<file path="config.mk">
export PLATFORM = sky130hd
export DESIGN_NAME = range_tlb
export DESIGN_NICKNAME = d
export VERILOG_FILES = /design/src/rtl/tlb_pkg.sv /design/src/rtl/tlb_match.sv /design/src/rtl/tlb_pick.sv /design/src/rtl/tlb_rank.sv /design/src/rtl/range_tlb.sv
export SDC_FILE = /design/constraint.sdc
export NUM_CORES = 2
export LEC_CHECK = 0
export ABC_CLOCK_PERIOD_IN_PS = 31800
export CORE_ASPECT_RATIO = 1.1
export CORE_MARGIN = 1.5
export CORE_UTILIZATION = 50
export DETAILED_ROUTE_END_ITERATION = 10
export HOLD_SLACK_MARGIN = 0.06
export PLACE_DENSITY = 0.67
export SLEW_MARGIN = 20
export SYNTH_ARGS = -nofsm -noshare
export SYNTH_HDL_FRONTEND = slang
export SYNTH_SLANG_ARGS = --single-unit
</file>
<file path="constraint.sdc">
create_clock -name clk -period 31.8 [get_ports clk]
set_input_delay 3.18 -clock clk [delete_from_list [all_inputs] [get_ports clk]]
set_output_delay 3.18 -clock clk [all_outputs]
set_load 0.03 [all_outputs]
</file>
<file path="src/rtl/tlb_pkg.sv">
package tlb_pkg;
  typedef enum logic [1:0] {
    UPD_NONE  = 2'd0,
    UPD_WRITE = 2'd1,
    UPD_TOUCH = 2'd2
  } upd_e;
endpackage

</file>
<file path="src/rtl/tlb_match.sv">
module tlb_match #(
  parameter int VA_W = 32
) (
  input  logic            used,
  input  logic [VA_W-1:0] vbase,
  input  logic [VA_W-1:0] span,
  input  logic [VA_W-1:0] va,
  output logic            match
);
  logic [VA_W:0] limit;
  assign limit = {1'b0, vbase} + {1'b0, span};
  assign match = used && (va >= vbase) && ({1'b0, va} < limit);
endmodule

</file>
<file path="src/rtl/tlb_pick.sv">
module tlb_pick #(
  parameter int N  = 8,
  parameter int AW = 3
) (
  input  logic [N-1:0]         match,
  input  logic [N-1:0][AW-1:0] age,
  output logic                 hit,
  output logic [AW-1:0]        slot
);
  logic [AW-1:0] best;
  always_comb begin
    hit  = 1'b0;
    slot = '0;
    best = '1;
    for (int i = 0; i < N; i++) begin
      if (match[i] && (!hit || age[i] < best)) begin
        hit  = 1'b1;
        slot = AW'(i);
        best = age[i];
      end
    end
  end
endmodule

</file>
<file path="src/rtl/tlb_rank.sv">
module tlb_rank #(
  parameter int N  = 8,
  parameter int AW = 3
) (
  input  logic                 clk,
  input  logic                 rst_n,
  input  logic                 promote,
  input  logic [AW-1:0]        pidx,
  output logic [N-1:0][AW-1:0] age,
  output logic [AW-1:0]        lru_slot
);
  localparam logic [AW-1:0] OLDEST = AW'(N - 1);

  always_ff @(posedge clk) begin
    if (!rst_n) begin
      for (int i = 0; i < N; i++) age[i] <= AW'(i);
    end else if (promote) begin
      for (int i = 0; i < N; i++) begin
        if (AW'(i) == pidx)          age[i] <= '0;
        else if (age[i] < age[pidx]) age[i] <= age[i] + 1'b1;
      end
    end
  end

  always_comb begin
    lru_slot = '0;
    for (int i = 0; i < N; i++)
      if (age[i] == OLDEST) lru_slot = AW'(i);
  end
endmodule

</file>
<file path="src/rtl/range_tlb.sv">
module range_tlb
  import tlb_pkg::*;
#(
  parameter int N_SLOTS = 8,
  parameter int VA_W    = 32,
  parameter int PA_W    = 32,
  parameter int OFS_W   = 12
) (
  input  logic                       clk,
  input  logic                       rst_n,
  input  logic                       clear,
  input  logic                       lk_valid,
  input  logic [VA_W-1:0]            lk_va,
  input  logic                       lk_touch,
  output logic                       lk_hit,
  output logic                       lk_miss,
  output logic [PA_W-1:0]            lk_pa,
  output logic [$clog2(N_SLOTS)-1:0] lk_slot,
  input  logic                       wr_valid,
  output logic                       wr_ready,
  input  logic [VA_W-1:0]            wr_vbase,
  input  logic [VA_W-1:0]            wr_span,
  input  logic [PA_W-1:0]            wr_ppage
);
  localparam int AW = $clog2(N_SLOTS);

  logic [N_SLOTS-1:0]           used;
  logic [N_SLOTS-1:0][VA_W-1:0] vbase;
  logic [N_SLOTS-1:0][VA_W-1:0] span;
  logic [N_SLOTS-1:0][PA_W-1:0] ppage;
  logic [N_SLOTS-1:0][AW-1:0]   age;
  logic [N_SLOTS-1:0]           match;
  logic                         any_hit;
  logic [AW-1:0]                hit_slot, lru_slot, free_slot, victim;
  logic                         free_any, wr_fire;
  upd_e                         upd;

  for (genvar g = 0; g < N_SLOTS; g++) begin : g_cmp
    tlb_match #(.VA_W(VA_W)) u_match (
      .used(used[g]), .vbase(vbase[g]), .span(span[g]),
      .va(lk_va), .match(match[g])
    );
  end

  tlb_pick #(.N(N_SLOTS), .AW(AW)) u_pick (
    .match(match), .age(age), .hit(any_hit), .slot(hit_slot)
  );

  assign lk_hit  = lk_valid && any_hit;
  assign lk_miss = lk_valid && !any_hit;
  assign lk_slot = lk_hit ? hit_slot : '0;
  assign lk_pa   = lk_hit ? (ppage[hit_slot] | PA_W'(lk_va[OFS_W-1:0])) : '0;

  assign wr_ready = !clear;
  assign wr_fire  = wr_valid && wr_ready;

  always_comb begin
    free_any  = 1'b0;
    free_slot = '0;
    for (int i = N_SLOTS - 1; i >= 0; i--) begin
      if (!used[i]) begin
        free_any  = 1'b1;
        free_slot = AW'(i);
      end
    end
  end

  assign victim = free_any ? free_slot : lru_slot;

  always_comb begin
    if (wr_fire)                             upd = UPD_WRITE;
    else if (lk_hit && lk_touch && !clear)   upd = UPD_TOUCH;
    else                                     upd = UPD_NONE;
  end

  tlb_rank #(.N(N_SLOTS), .AW(AW)) u_rank (
    .clk(clk), .rst_n(rst_n),
    .promote(upd != UPD_NONE),
    .pidx(upd == UPD_WRITE ? victim : hit_slot),
    .age(age), .lru_slot(lru_slot)
  );

  always_ff @(posedge clk) begin
    if (!rst_n) begin
      used  <= '0;
      vbase <= '0;
      span  <= '0;
      ppage <= '0;
    end else if (clear) begin
      used <= '0;
    end else if (wr_fire) begin
      used[victim]  <= 1'b1;
      vbase[victim] <= wr_vbase;
      span[victim]  <= wr_span;
      ppage[victim] <= wr_ppage;
    end
  end
endmodule

</file>
# After elaboration in Yosys (flattened, before gate mapping)
# Index checks and enable logic that the tools add are counted.
dict set report classes {
  addsub 16
  multipliers 0
  div 0
  n_lt_le_gt_ge 35
  eq_ne 15
  shift 0
  mux 78
  bitwise_logic 4
  reduce_logical 65
}
# op n
set ops {}
lappend ops {{bitwise mux 256 bit} 3}
lappend ops {{adder 32 x 32 -> 33 bit} 8}
lappend ops {{less-than comparator 32 x 33 -> 1 bit} 8}
lappend ops {{greater-or-equal comparator 32 bit} 8}
lappend ops {{two-way mux 3 bit} 43}
lappend ops {{binary-select mux 32 bit (select 3 bit)} 1}
lappend ops {{demux 32 bit (select 3 bit)} 1}
lappend ops {{two-way mux 32 bit} 3}
lappend ops {{less-than comparator 3 bit} 15}
lappend ops {{bitwise OR 32 x 12 -> 32 bit} 1}
lappend ops {{logical AND 1 bit} 29}
lappend ops {{adder 3 x 1 -> 3 bit (second input constant)} 8}
lappend ops {{== test 3 bit (second input constant)} 7}
lappend ops {{two-way mux 1 bit} 19}
lappend ops {{AND reduction 2 bit} 9}
lappend ops {{nonzero test 2 bit} 9}
lappend ops {{== test 3 bit (first input constant)} 4}
lappend ops {{less-than comparator 3 x 4 -> 1 bit (second input constant)} 3}
lappend ops {{two-way mux 2 bit} 6}
lappend ops {{binary-select mux 3 bit (select 3 bit)} 1}
lappend ops {{zero test 1 bit} 9}
lappend ops {{bitwise OR 8 bit} 1}
lappend ops {{logical OR 1 bit} 7}
lappend ops {{== test 2 x 3 -> 1 bit (first input constant)} 2}
lappend ops {{other kinds (7)} 8}
dict set report totals {
  ff_bits 800
  latchBits 0
  ram_bits 0
  rom_bits 0
  inputBits 134
  out_inout_bits 38
  wordCells 246
  mem_count 0
}

# Depth between registers and ports, before layout
dict set report depth {
  word_depth 44
  ltp_mapped 90
}

# Modules after synthesis
# From an unflattened synthesis, not the netlist that was laid out.
dict set report unflattened {
  hier_cells 6442
  hier_area_um2 57883.0
}
# mod n_inst cells_each area_per_inst_um2 seq_area_each_um2
set modules_own_cells {}
lappend modules_own_cells {range_tlb 1 2817 29818.6 15534.9}
lappend modules_own_cells {{tlb_match at g_cmp[1].u_match ...} 4 420 3164.3 0.0}
lappend modules_own_cells {{tlb_match at g_cmp[0].u_match ...} 3 393 2996.6 0.0}
lappend modules_own_cells {{tlb_match at g_cmp[4].u_match} 1 404 3136.8 0.0}
lappend modules_own_cells {tlb_rank 1 216 2202.1 480.5}
lappend modules_own_cells {tlb_pick 1 146 1078.5 0.0}

# Worst setup path before layout
# No wires, ideal clock.
dict set report synth_path {
  kind {flip-flop to output port}
  startpoint {register vbase[1] in the netlist's numbering}
  endpoint {output lk_pa[31]}
  arrival_time_ns 15.515
  required_time_ns 28.620
  path_slack_ns 13.105
  stages_incl_launch_ff 83
  cell_sequence {dfxtp_1 > ha_1 > a21o_1 > a21oi_1 > o21bai_1 > a21oi_1 > o21bai_1 > a21oi_1 > o21ai_0 > a21oi_1 > o21bai_1 > a21oi_1 > o21bai_1 > a21oi_1 > o21ai_0 > a21oi_1 > o21ai_0 > a211oi_1 > [47 not listed] > a311oi_1 > mux2_2 > ha_1 > nand2_1 > nor2_1 > o21ai_0 > o2bb2ai_1 > o211ai_1 > a21boi_0 > o221ai_4 > or2_2 > clkbuf_1 > nor2_1 > clkbuf_1 > a22oi_1 > o21ai_0 > nor2_1 > a211oi_1}
}
dict set report synth_between {
  elab_chain_cells 36
  elab_cells_between_ends 60
  cone_classes {1 x add/sub; 9 x order compare; 25 x mux; 1 x bitwise; 24 x reduce/logical}
}
# element line
set synth_lines {}
lappend synth_lines {{start: declaration} range_tlb.sv:28} ;# logic [N_SLOTS-1:0][VA_W-1:0] vbase;
lappend synth_lines {{start signal: indexed assignment} range_tlb.sv:93} ;# vbase[victim] <= wr_vbase;
lappend synth_lines {{adder 32 x 32 -> 33 bit or greater-or-equal comparator 32 bit (tied branches)} {tlb_match.sv:11, tlb_match.sv:12}}
lappend synth_lines {{less-than comparator 32 x 33 -> 1 bit or logical AND 1 bit (tied branches)} tlb_match.sv:12} ;# assign match = used && (va >= vbase) && ({1'b0, va} < limit);
lappend synth_lines {{logical AND 1 bit *} tlb_match.sv:12}
lappend synth_lines {{two-way mux 3 bit or two-way mux 1 bit (tied branches)} tlb_pick.sv:16} ;# if (match[i] && (!hit || age[i] < best)) begin
lappend synth_lines {{less-than comparator 3 bit or zero test 1 bit (tied branches)} tlb_pick.sv:16}
lappend synth_lines {{logical OR 1 bit} tlb_pick.sv:16}
lappend synth_lines {{logical AND 1 bit} tlb_pick.sv:16}
lappend synth_lines {{two-way mux 3 bit or two-way mux 1 bit (tied branches)} tlb_pick.sv:16}
lappend synth_lines {{[20 not listed]} n/a}
lappend synth_lines {{less-than comparator 3 bit or zero test 1 bit (tied branches)} tlb_pick.sv:16}
lappend synth_lines {{logical OR 1 bit} tlb_pick.sv:16}
lappend synth_lines {{logical AND 1 bit} tlb_pick.sv:16}
lappend synth_lines {{two-way mux 3 bit} tlb_pick.sv:16}
lappend synth_lines {{binary-select mux 32 bit (select 3 bit)} range_tlb.sv:52} ;# assign lk_pa = lk_hit ? (ppage[hit_slot] | PA_W'(lk_va[OFS_W-1:0])) : '0;
lappend synth_lines {{two-way mux 32 bit (not written as such)} range_tlb.sv:52}
lappend synth_lines {{bitwise OR 32 x 12 -> 32 bit} range_tlb.sv:52}
lappend synth_lines {{two-way mux 32 bit *} range_tlb.sv:52}
lappend synth_lines {{end: declaration} range_tlb.sv:17} ;# output logic [PA_W-1:0] lk_pa,
# Mark *: on every way between the ends. The rest lies on a longest branch, timed or not. The select of a mux whose other input is x is not followed.

# Worst setup path in the final report
dict set report layout_path {
  startpoint {register vbase[1] in the netlist's numbering}
  endpoint {output lk_pa[3]}
}
# Same word-level chain as after synthesis.

==> metrics <==
Post-DRT Antenna Nets 0; Non-Filler Instances 8666; Synth Net Count 8171; P per Cell Area 39.9 mW/mm^2; WL/cell 21.3 um; Sw Ratio 27.0%; flops & latches, synth 800; Synth Area in Adders 18.4%; TritonCTS Buffers 92; critical path capture point type output port; part of the power in the clock network 47.0%; Netlist cell types 101; Die Span X 320 um; post-DP HPWL 129000 um; Filler Cell Count 10300; register area 0.0160 mm^2; Initial Util 50.6%; maximum VDD drop 0.0421 mV; drt pass-1 iters 8; Synth Area in Compound Gates 23.0%; number of global-route vias before repair 48600; max cap viols 0; clk root buf clkbuf_16; placed cells 8496; htree depth 3; Static Leak 0.0234 uW; Port Buffer Count 171; drt drc 0; Main synth FF type dfxtp_1; maximum clock rate 0.0442 GHz; drt total wl 184000 um; CTS Hold Bufs 0; Seq/Total Area, Yosys 28.9%; Synth Area in Simple Gates 18.3%; Reg power frac 42.0%; initial antenna violation count 4; post-CTS resize count 0; post-route minimum period 22.65 ns; Worst Tran Pin Value 1.25 ns; Syn Std Cell Area 0.0554 mm^2; clk_skew 0.0332 ns; drt first-iter violations 4407; status completed; most frequent cells in the layout nand2_1, a21oi_1, dfxtp_1; Slew HR 15.7%; clock buffer depth 3; RSZ-0062 raised after global routing no; via count 51500; largest net degree at the start of global routing 191; routability cong. 0.971; part of the power in combinational logic 11.0%; area delta synth->final 10.2%; fin nets 8105; Crit path largest cell delay 0.86 ns; # setup viols final 0; Congestion Overflow GR 0; Max Slew Vio Count 0; largest family of logic cells by synthesized area compound AO/OA/AOI/OAI gates; cell internal pwr 1780 uW; global-route wire length before repair 283000 um; final worst-path cycle share 71.2%; Setup Fix Bufs, Post-CTS 0; Fin Hold WS 0.449 ns; Post-synth EDFFs 0; Core Area 0.109 mm^2; clock slew at reported path FFs 0.06 ns; vias per cell 5.95; Worst path slowest cell buf_4; CP Data Required Time 28.62 ns; clk_lat worst skew 0.70 ns; synth warn 0; commonest non-fill, non-tap cell in the layout nand2_1; # clock sinks 800; area of the die 0.113 mm^2; final hold viol count 0; cells after synthesis 7237; gr usage total 31.7%; mux contribution to synthesized area 1.84%; Post-Synth XOR/XNOR Area 3.56%; die height 352 um; share of layout cells above drive strength 1 4.74%; Critical Path Fanout Max 68; Startpoint Class flop; IO Pins 172; critical path type flop to output port; Net Sw Power 656 uW; HP Class flop to flop; syn_area_per_cell 7.65 um^2; async set-reset flop share out of synthesis 0%; Critical Path Most Common Cell a21oi_1; Final TNS setup 0 ns; area of the multi-input gates 0.0362 mm^2; WP data arrival 19.47 ns; CTS tree yes; # rows 127
power groups by stage:
stage / logic, uW / registers [uW] / clock network [uW]
final: 267 / 1020 / 1140
after global routing: 295 / 1020 / 1200
after CTS: 264 / 1020 / 1150
after detailed placement: 262 / 1040 / 0
after global placement: 256 / 1040 / 0
after floorplan: 166 / 1040 / 0
worst max-delay path: cells and delay by family (launching register included):
| family | cells | cell delay [ns] |
|---|---|---|
| AO/OA/AOI/OAI | 53 | 11.07 |
| XOR/XNOR | 1 | 0.16 |
| adder cells (fa/ha/maj) | 9 | 2.34 |
| buffers and inverters | 6 | 1.92 |
| flip-flops | 1 | 0.39 |
| multiplexers | 3 | 0.84 |
| AND/OR/NAND/NOR | 11 | 1.92 |
registers in the layout, summed over array words and instances (netlist names):
| name | flops |
|---|---|
| ppage | 256 |
| u_rank.age | 24 |
| used | 8 |
| vbase | 256 |
| span | 256 |
path summary, 6_finish.rpt:
check	to	start	slack (ns)	cells past startpoint
worst min register to register	ppage[243]$_SDFFE_PN0P_	ppage[243]$_SDFFE_PN0P_	0.45	2
worst min-delay path	ppage[243]$_SDFFE_PN0P_	ppage[243]$_SDFFE_PN0P_	0.45	2
worst max-delay path	lk_pa[3]	vbase[1]$_SDFFE_PN0P_	9.15	83
worst max register to register	u_rank.age[17]$_SDFFE_PN1P_	vbase[1]$_SDFFE_PN0P_	12.91	86
per-stage QoR:
step | utilization, % | area, um^2 | power, uW | setup WS, ns
final | 55.8 | 61000 | 2430 | 9.15
after global routing | 55.8 | 61000 | 2520 | 7.53
after CTS | 55.8 | 61000 | 2440 | 9.42
after detailed placement | 52.8 | 57800 | 1310 | 10.28
after global placement | 52.8 | 57800 | 1300 | 10.50
after floorplan | - | 55400 | 1210 | 13.10
cell families after synthesis:
logic type      Yosys count
compound gates         2073
xor+xnor                225
fa+ha+maj               810
buf+inv                 800
flops                   800
mux                      99
simple gates           2430
synthesized netlist by cell type (19+ instances only):
| library cell | count | area [um^2] |
|---|---|---|
| a211o_1 | 24 | 210 |
| a211oi_1 | 68 | 510 |
| a21o_1 | 159 | 1190 |
| a21oi_1 | 1120 | 5610 |
| a222oi_1 | 20 | 200 |
| a22oi_1 | 22 | 165 |
| a31oi_1 | 31 | 194 |
| and2_1 | 33 | 206 |
| and3_1 | 19 | 119 |
| buf_1 | 31 | 116 |
| buf_4 | 51 | 383 |
| clkbuf_1 | 266 | 998 |
| clkbuf_2 | 45 | 225 |
| dfxtp_1 | 800 | 16000 |
| ha_1 | 792 | 9910 |
| inv_1 | 399 | 1500 |
| mux2_2 | 24 | 270 |
| mux2i_1 | 75 | 751 |
| nand2_1 | 1757 | 6600 |
| nand2b_1 | 61 | 382 |
| nand3_1 | 66 | 330 |
| nand4_1 | 74 | 463 |
| nor2_1 | 223 | 837 |
| nor2b_1 | 38 | 238 |
| nor3_1 | 76 | 380 |
| o2111ai_1 | 21 | 184 |
| o211ai_1 | 45 | 338 |
| o21a_1 | 51 | 383 |
| o21ai_0 | 219 | 1100 |
| o21bai_1 | 80 | 601 |
| or3_1 | 19 | 119 |
| xnor2_1 | 127 | 1110 |
| xor2_1 | 98 | 858 |
cell type report:
class | count | area share, %
Timing Repair Buffer | 241 | 3.69
Clock inverter | 40 | 0.954
Inverter | 399 | 2.47
Clock buffer | 126 | 4.33
Multi-Input combinational cell | 5637 | 59.4
Tap cell | 1419 | 2.91
Antenna cell | 4 | 0.0164
Sequential cell | 800 | 26.3
layer usage:
layer  part of all wire (%)  GRT usage, %
met4                    5.2          15.8
met5                 0.0049             0
met2                     45          52.0
met3                    7.0          4.43
met1                     42          40.7
No activity file was read; power rests on OpenSTA's default activity.
